`src/rtl/dac_sched_pkg.sv`:
```
package dac_sched_pkg;
  localparam int ADDR_W    = 2;
  localparam logic [ADDR_W-1:0] ADDR_CTRL = 2'd0;
  localparam logic [ADDR_W-1:0] ADDR_LO   = 2'd1;
  localparam logic [ADDR_W-1:0] ADDR_HI   = 2'd2;

  localparam int CTL_MODE_LSB  = 4;
  localparam int CTL_RJ_BIT    = 2;
  localparam int CTL_RANGE_LSB = 0;

  typedef enum logic [2:0] {
    UPD_TMR0    = 3'd0,
    UPD_TMR1    = 3'd1,
    UPD_SPLIT0  = 3'd2,
    UPD_SPLIT1  = 3'd3,
    UPD_RISE    = 3'd4,
    UPD_FALL    = 3'd5,
    UPD_ANYEDGE = 3'd6,
    UPD_HIWRITE = 3'd7
  } upd_mode_e;
endpackage

```
`src/rtl/dac_sched_regs.sv`:
```
module dac_sched_regs
  import dac_sched_pkg::*;
#(
  parameter int DATA_W = 8
) (
  input  logic              clk,
  input  logic              rst,
  input  logic              wr_en,
  input  logic [ADDR_W-1:0] wr_addr,
  input  logic [DATA_W-1:0] wr_data,
  output upd_mode_e         mode,
  output logic              rjust,
  output logic [1:0]        range,
  output logic [DATA_W-1:0] data_hi,
  output logic [DATA_W-1:0] data_lo,
  output logic              hi_wr
);
  always_ff @(posedge clk) begin
    if (rst) begin
      mode    <= UPD_HIWRITE;
      rjust   <= 1'b0;
      range   <= 2'b11;
      data_hi <= '0;
      data_lo <= '0;
    end else if (wr_en) begin
      unique case (wr_addr)
        ADDR_CTRL: begin
          mode  <= upd_mode_e'(wr_data[CTL_MODE_LSB +: 3]);
          rjust <= wr_data[CTL_RJ_BIT];
          range <= wr_data[CTL_RANGE_LSB +: 2];
        end
        ADDR_LO: data_lo <= wr_data;
        ADDR_HI: data_hi <= wr_data;
        default: ;
      endcase
    end
  end

  assign hi_wr = wr_en && (wr_addr == ADDR_HI);
endmodule

```
`src/rtl/dac_sched_trig.sv`:
```
module dac_sched_trig
  import dac_sched_pkg::*;
#(
  parameter int SYNC_STAGES = 2,
  parameter int N_SPLIT     = 2
) (
  input  logic               clk,
  input  logic               rst,
  input  upd_mode_e          mode,
  input  logic               tmr0_ovf,
  input  logic               tmr1_ovf,
  input  logic [N_SPLIT-1:0] tmr_lo_ovf,
  input  logic [N_SPLIT-1:0] tmr_hi_ovf,
  input  logic [N_SPLIT-1:0] tmr_8bit,
  input  logic               cnv_pin,
  input  logic               hi_wr,
  output logic               load_evt
);
  localparam int PIPE_W = SYNC_STAGES + 1;

  logic [PIPE_W-1:0]  pin_pipe;
  logic               pin_now;
  logic               pin_prev;
  logic [N_SPLIT-1:0] split_ovf;

  always_ff @(posedge clk) begin
    if (rst) pin_pipe <= '0;
    else     pin_pipe <= {pin_pipe[PIPE_W-2:0], cnv_pin};
  end

  assign pin_now  = pin_pipe[SYNC_STAGES-1];
  assign pin_prev = pin_pipe[SYNC_STAGES];

  for (genvar i = 0; i < N_SPLIT; i++) begin : g_split
    assign split_ovf[i] = tmr_8bit[i] ? tmr_lo_ovf[i] : tmr_hi_ovf[i];
  end

  always_comb begin
    unique case (mode)
      UPD_TMR0:    load_evt = tmr0_ovf;
      UPD_TMR1:    load_evt = tmr1_ovf;
      UPD_SPLIT0:  load_evt = split_ovf[0];
      UPD_SPLIT1:  load_evt = split_ovf[N_SPLIT-1];
      UPD_RISE:    load_evt = pin_now & ~pin_prev;
      UPD_FALL:    load_evt = ~pin_now & pin_prev;
      UPD_ANYEDGE: load_evt = pin_now ^ pin_prev;
      default:     load_evt = hi_wr;
    endcase
  end
endmodule

```
`src/rtl/dac_sched_pack.sv`:
```
module dac_sched_pack #(
  parameter int DATA_W = 8,
  parameter int DAC_W  = 12
) (
  input  logic [DATA_W-1:0] hi,
  input  logic [DATA_W-1:0] lo,
  input  logic              rjust,
  output logic [DAC_W-1:0]  code
);
  localparam int EXT_W = DAC_W - DATA_W;

  logic [DAC_W-1:0] left_code;
  logic [DAC_W-1:0] right_code;

  assign left_code  = {hi, lo[DATA_W-1 -: EXT_W]};
  assign right_code = {hi[EXT_W-1:0], lo};
  assign code       = rjust ? right_code : left_code;
endmodule

```
`src/rtl/dac_update_sched.sv`:
```
module dac_update_sched
  import dac_sched_pkg::*;
#(
  parameter int DATA_W      = 8,
  parameter int DAC_W       = 12,
  parameter int SYNC_STAGES = 2,
  parameter int N_SPLIT     = 2
) (
  input  logic               clk,
  input  logic               rst,
  input  logic               wr_en,
  input  logic [1:0]         wr_addr,
  input  logic [DATA_W-1:0]  wr_data,
  input  logic               tmr0_ovf,
  input  logic               tmr1_ovf,
  input  logic [N_SPLIT-1:0] tmr_lo_ovf,
  input  logic [N_SPLIT-1:0] tmr_hi_ovf,
  input  logic [N_SPLIT-1:0] tmr_8bit,
  input  logic               cnv_pin,
  output logic [DAC_W-1:0]   dac_code,
  output logic [1:0]         fs_range
);
  upd_mode_e         mode_q;
  logic              rjust_q;
  logic [DATA_W-1:0] data_hi;
  logic [DATA_W-1:0] data_lo;
  logic              hi_wr;
  logic              load_evt;
  logic [DATA_W-1:0] hi_src;
  logic [DAC_W-1:0]  packed_code;

  dac_sched_regs #(.DATA_W(DATA_W)) u_regs (
    .clk(clk), .rst(rst), .wr_en(wr_en), .wr_addr(wr_addr), .wr_data(wr_data),
    .mode(mode_q), .rjust(rjust_q), .range(fs_range),
    .data_hi(data_hi), .data_lo(data_lo), .hi_wr(hi_wr)
  );

  dac_sched_trig #(.SYNC_STAGES(SYNC_STAGES), .N_SPLIT(N_SPLIT)) u_trig (
    .clk(clk), .rst(rst), .mode(mode_q),
    .tmr0_ovf(tmr0_ovf), .tmr1_ovf(tmr1_ovf),
    .tmr_lo_ovf(tmr_lo_ovf), .tmr_hi_ovf(tmr_hi_ovf), .tmr_8bit(tmr_8bit),
    .cnv_pin(cnv_pin), .hi_wr(hi_wr), .load_evt(load_evt)
  );

  // In write-triggered mode the fresh high byte goes straight to the latch.
  assign hi_src = (mode_q == UPD_HIWRITE) ? wr_data : data_hi;

  dac_sched_pack #(.DATA_W(DATA_W), .DAC_W(DAC_W)) u_pack (
    .hi(hi_src), .lo(data_lo), .rjust(rjust_q), .code(packed_code)
  );

  always_ff @(posedge clk) begin
    if (rst)           dac_code <= '0;
    else if (load_evt) dac_code <= packed_code;
  end
endmodule

```
`config.mk`:
```
export PLATFORM = sky130hd
export DESIGN_NAME = dac_update_sched
export DESIGN_NICKNAME = d
export VERILOG_FILES = /design/src/rtl/dac_sched_pkg.sv /design/src/rtl/dac_sched_regs.sv /design/src/rtl/dac_sched_trig.sv /design/src/rtl/dac_sched_pack.sv /design/src/rtl/dac_update_sched.sv
export SDC_FILE = /design/constraint.sdc
export NUM_CORES = 1
export LEC_CHECK = 0
export BUFFER_PORTS_ARGS = -buffer_cell sky130_fd_sc_hd__buf_2
export CORE_MARGIN = 4
export CORE_UTILIZATION = 53
export CTS_CLUSTER_DIAMETER = 60
export DETAILED_ROUTE_END_ITERATION = 6
export GPL_TIMING_DRIVEN = 0
export PLACE_DENSITY_LB_ADDON = 0.25
export SYNTH_ARGS = -nofsm -noshare
export SYNTH_HDL_FRONTEND = slang
export SYNTH_SLANG_ARGS = --single-unit
```
`constraint.sdc`:
```
create_clock -name clk -period 2.2 [get_ports clk]
set_input_delay 0.22 -clock clk [delete_from_list [all_inputs] [get_ports clk]]
set_output_delay 0.22 -clock clk [all_outputs]
set_load 0.1 [all_outputs]
```
# After elaboration in Yosys (flattened, before gate mapping)

Index checks and enable logic that the tools add are counted.

Register bits: 37
Output and inout bits: 14
Logic and storage cells: 32

Equality and inequality tests: 9
Multiplexer cells: 5
Bitwise logic cells: 5
Reductions and logical operators: 6

Operators with widths:

| operator           | number |
|---|---|
| $eq 3x3->1 const B | 4 |
| $mux 12            | 1 |
| $mux 8             | 1 |
| $pmux 1 s7         | 1 |
| $eq 3x2->1 const B | 2 |
| $reduce_and 2->1   | 3 |
| $eq 3x1->1 const B | 1 |
| $logic_not 3->1    | 1 |
| $and 1x1->1        | 2 |
| $eq 2x1->1 const B | 1 |
| $eq 2x2->1 const B | 1 |
| $logic_not 2->1    | 1 |
| $mux 1             | 2 |
| $not 1->1          | 2 |
| $logic_and 1x1->1  | 1 |
| $xor 1x1->1        | 1 |

# Depth between registers and ports, before layout

Word-level depth: 3
Depth in mapped cells: 7
Gate-level depth less buffers: 6

# Modules after synthesis

From an unflattened synthesis, not the netlist that was laid out.

Cell total of the unflattened synthesis: 164
Area total of the unflattened synthesis: 1829.3 sq um

Modules (own cells, without submodules):

| module           | times used | cells each | area an instance (sq um) | sequential area each (sq um) |
|---|---|---|---|---|
| dac_sched_regs   | 1          | 88         | 922.1                    | 440.4 |
| dac_update_sched | 1          | 47         | 528.0                    | 240.2 |
| dac_sched_trig   | 1          | 16         | 195.2                    | 60.1 |
| dac_sched_pack   | 1          | 13         | 183.9                    | 0.0 |

# Worst setup path before layout

OpenSTA, ideal clock, no wires.

Path kind: register -> register
From: reg u_trig.pin_pipe[1]
To: reg dac_code[4]
Library setup time: 0.123 ns
Data arrival time: 1.446 ns
Required time: 2.077 ns
Slack: 0.631 ns
Stages on the path, launching flop included: 8
Period minus slack after synthesis: 1.569 ns
Cell sequence: dfxtp_1 > inv_1 > ha_1 > and2_1 > o311ai_1 > a32oi_2 > buf_6 > mux2i_1

Word-level cells in the longest chain between the ends: 3
Elaborated cells between the ends (all ways): 5
Those cells by class: 1 x mux; 4 x bitwise

RTL lines:

| item                     | line                   | RTL |
|---|---|---|
| start: declaration       | dac_sched_trig.sv:21   | `logic [PIPE_W-1:0] pin_pipe;` |
| start signal: assignment | dac_sched_trig.sv:28   | `else pin_pipe <= {pin_pipe[PIPE_W-2:0], cnv_pin};` |
| $not 1->1                | dac_sched_trig.sv:45   | `UPD_FALL: load_evt = ~pin_now & pin_prev;` |
| $and 1x1->1              | dac_sched_trig.sv:45   |  |
| $pmux 1 s7 (*)           | dac_sched_trig.sv:39   | `unique case (mode)` |
| end signal: assignment   | dac_update_sched.sv:54 | `else if (load_evt) dac_code <= packed_code;` |
| end: declaration         | dac_update_sched.sv:20 | `output logic [DAC_W-1:0] dac_code,` |

Mark *: on every way between the ends. The rest lies on a longest branch, timed or not.
A chain may end at the register's enable or synchronous reset.

# Worst setup path in the final report

Same ends and word-level chain as after synthesis.

==> impl_metrics.toml <==
[layout]
layout.nets = 234
antenna_cells = 0
areaGrowthSynthToFinish_pct = 18.0
n_fill_cell = 281
layout-drive-gt1-share = 0.284

[clocking]
postCtsSetupBuffers = 0
clock_latency_ps = 330
root_buffer = "clkbuf_4"
clockBufferDepth = 2
clk_pin_slew_ps = 100
holdBufCountCts = 0
clkSinkCount = 37
htreeDepth = 2
cts.repair.resized = 0
cts_tree = "built"
numCtsBuffers = 5

[power]
irDropWorstVdd_mv = 0.408
p_leak_nw = 0.996
power.density_nw_per_um2 = 730
finalPower_mw = 1.51

[logic_synthesis]
yosysUniqueCellTypes = 24
syn_area_sq_um = 1750
syn_inst = 168
async_reset_ff_frac = 0
synth-seq-area-share = 0.423
synth_top_area_cell = "dfxtp_1"
synth_commonest_cells = "dfxtp_1, mux2i_1, nand2_1"
synth_ff_type = "dfxtp_1"
synth_nets = 192
yosysTopAreaCellShare = 0.423
synth_edf_count = 0
yosys_warnings = 0
ys_top_cells_by_area = "dfxtp_1, mux2i_1, nand2_1, mux4_2, nor2_1"
synth.avg_cell_area_sq_um = 10.4
yosysMostFrequentCell = "dfxtp_1"
synth-seq-cells = 37

[critical_path]
cp-end-kind = "flip-flop"
arrival_ps = 1970
rrSetupSlack_ps = 490
reg2reg_from = "u_trig.pin_pipe[1]"
startpoint_type = "flip-flop"
cp_top_family = "compound AO/OA/AOI/OAI gates"
critPathKind = "flip-flop to flip-flop"
r2r_end = "dac_code[4]"
r2r_cells = 7
crit_fanout = 10
cpPeakStageDelay_ps = 350
worstPathRequired_ps = 2460
slowest_stage = "dfxtp_1"
critPathBufInv = 2
cp_cell_sequence = "inv_1 > ha_1 > and2_1 > o311ai_1 > a32oi_2 > buf_6 > mux2i_1"

[worst_hold_path]
min-delay-start = "cnv_pin"
hold_path_end = "u_trig.pin_pipe[0]"
whs_path_depth = 2
hold_class = "input port to flip-flop"

[timing]
setup_violations = 0
rsz0062_at_grt = "no"
drv_slew = 0
worst_slew_pin_slew_ps = 736
fin_tns_setup_ps = 0
finalCritPeriodShare = 0.778
max_freq_mhz = 585
skew_ps = 4.74
maxSlewHeadroom = 0.507
fin_crit_ps = 1710
finalHoldViolCount = 0

[die]
die_y_um = 65.5
rows = 20
die_x_um = 65.5
core_area_sq_um = 3100
start_util = 0.564
die_area_sq_um = 4290
ios = 36

[grt]
grt_antenna_before_repair = 0
grt_pass1_wl_um = 6090
grtUsageTotal = 0.185
first_global_vias = 1346
grt_start_max_net_pins = 12
grt_overflow = 0

[placed_design]
place.gp.congestion = 0.775
port_buffers = 35
dp_hpwl_um = 2660

[route]
via_per_inst = 5.13
num_vias = 1308
drtIter0Drc = 62
antenna_left = 0
wl_per_cell_um = 13.4
drc = 0
wirelength_um = 3420
first_pass_iters = 4

[status]
status = "finished, final reports clean"

[flow_run]
cap_violations = 0
-- per-layer routing --
layer  vias up  GRT usage  wire length [um]
met5         -          0                 0
met4         0     0.0466                55
met3         8     0.0547               198
met2        32      0.303              1680
met1       609      0.237              1490
li1        659          -                 -
-- how the worst max path moves through the flow --
stage	start	endpoint	slack [ps]	cells after the start
finish	u_trig.pin_pipe[1]	dac_code[4]	490	7
detailed placement	u_trig.pin_pipe[1]	dac_code[4]	490	7
CTS	u_trig.pin_pipe[1]	dac_code[4]	460	7
global route	u_trig.pin_pipe[1]	dac_code[8]	340	7
global placement	u_trig.pin_pipe[1]	dac_code[5]	540	7
floorplan	u_trig.pin_pipe[1]	dac_code[4]	630	7
-- per-stage QoR --
| stage | hold slack, ps | instance area, sq um | utilization | setup slack [ps] | cells |
|---|---|---|---|---|---|
| 4_1_cts | 84.4 | 2070 | 0.666 | 464 | 255 |
| 6_report | 91.7 | 2070 | 0.666 | 489 | 255 |
| 5_1_grt | 91.2 | 2070 | 0.666 | 340 | 255 |
| 3_3_place_gp | 417 | 1980 | 0.638 | 542 | 247 |
| 3_5_place_dp | 424 | 1980 | 0.638 | 488 | 247 |
| 2_1_floorplan | 348 | 1750 | - | 631 | 168 |
-- power breakdown --
| group | internal, mW | leakage (nW) | switching (mW) | total, mW |
|---|---|---|---|---|
| Clock | 0.271 | 0.0455 | 0.215 | 0.486 |
| Combinational | 0.108 | 0.649 | 0.199 | 0.308 |
| Sequential | 0.699 | 0.301 | 0.0162 | 0.715 |
| Total | 1.08 | 0.996 | 0.430 | 1.51 |
-- cell families after synthesis --
group	after synthesis	synth area share
buf+inv	15	0.0465
simple gates	57	0.147
fa+ha+maj	2	0.0143
mux	49	0.329
flops	37	0.423
compound gates	8	0.0408
-- final cells by class --
cell class | count | area, sq um | share of cell area
multi-input combinational | 116 | 928 | 0.449
sequential | 37 | 741 | 0.359
timing repair buffer | 35 | 175 | 0.0848
buffer | 11 | 66.3 | 0.0321
clock buffer | 7 | 55.1 | 0.0267
tap | 44 | 55.1 | 0.0267
clock inverter | 1 | 30.0 | 0.0145
inverter | 4 | 15.0 | 0.00727
-- worst reg2reg max path, stage by stage (launching register included) --
cell and delay [ps]:
dfxtp_1 350, inv_1 60, ha_1 280, and2_1 150
o311ai_1 280, a32oi_2 150, buf_6 200, mux2i_1 170
-- flip-flops by register name, indices dropped and copies added (netlist names) --
signal,flops
dac_code,12
u_regs.data_hi,8
u_regs.data_lo,8
u_regs.mode,3
u_trig.pin_pipe,3
u_regs.range,2
u_regs.rjust,1
-- layout by cell type (no fill, tap or decap) --
master | netlist | final
dfxtp_1 | 37 | 37
mux2i_4 | 2 | 2
inv_1 | 4 | 4
buf_2 | 2 | 37
and2_1 | 1 | 1
mux2_2 | 5 | 5
buf_6 | 3 | 3
nor2_1 | 19 | 19
nand3b_1 | 3 | 3
mux2i_1 | 35 | 35
clkbuf_8 | 0 | 1
bufinv_16 | 0 | 1
mux2_1 | 3 | 3
nor2b_1 | 2 | 2
ha_1 | 2 | 2
clkbuf_4 | 0 | 5
o221ai_1 | 1 | 1
nand2_1 | 25 | 25
clkbuf_1 | 5 | 6
a32oi_2 | 1 | 1
o311ai_1 | 1 | 1
nand2b_1 | 5 | 5
nor3b_2 | 1 | 1
mux4_2 | 4 | 4
buf_1 | 1 | 1
and3_1 | 1 | 1
o211ai_1 | 5 | 5
Note: power is estimated with default switching activity, not from simulation.
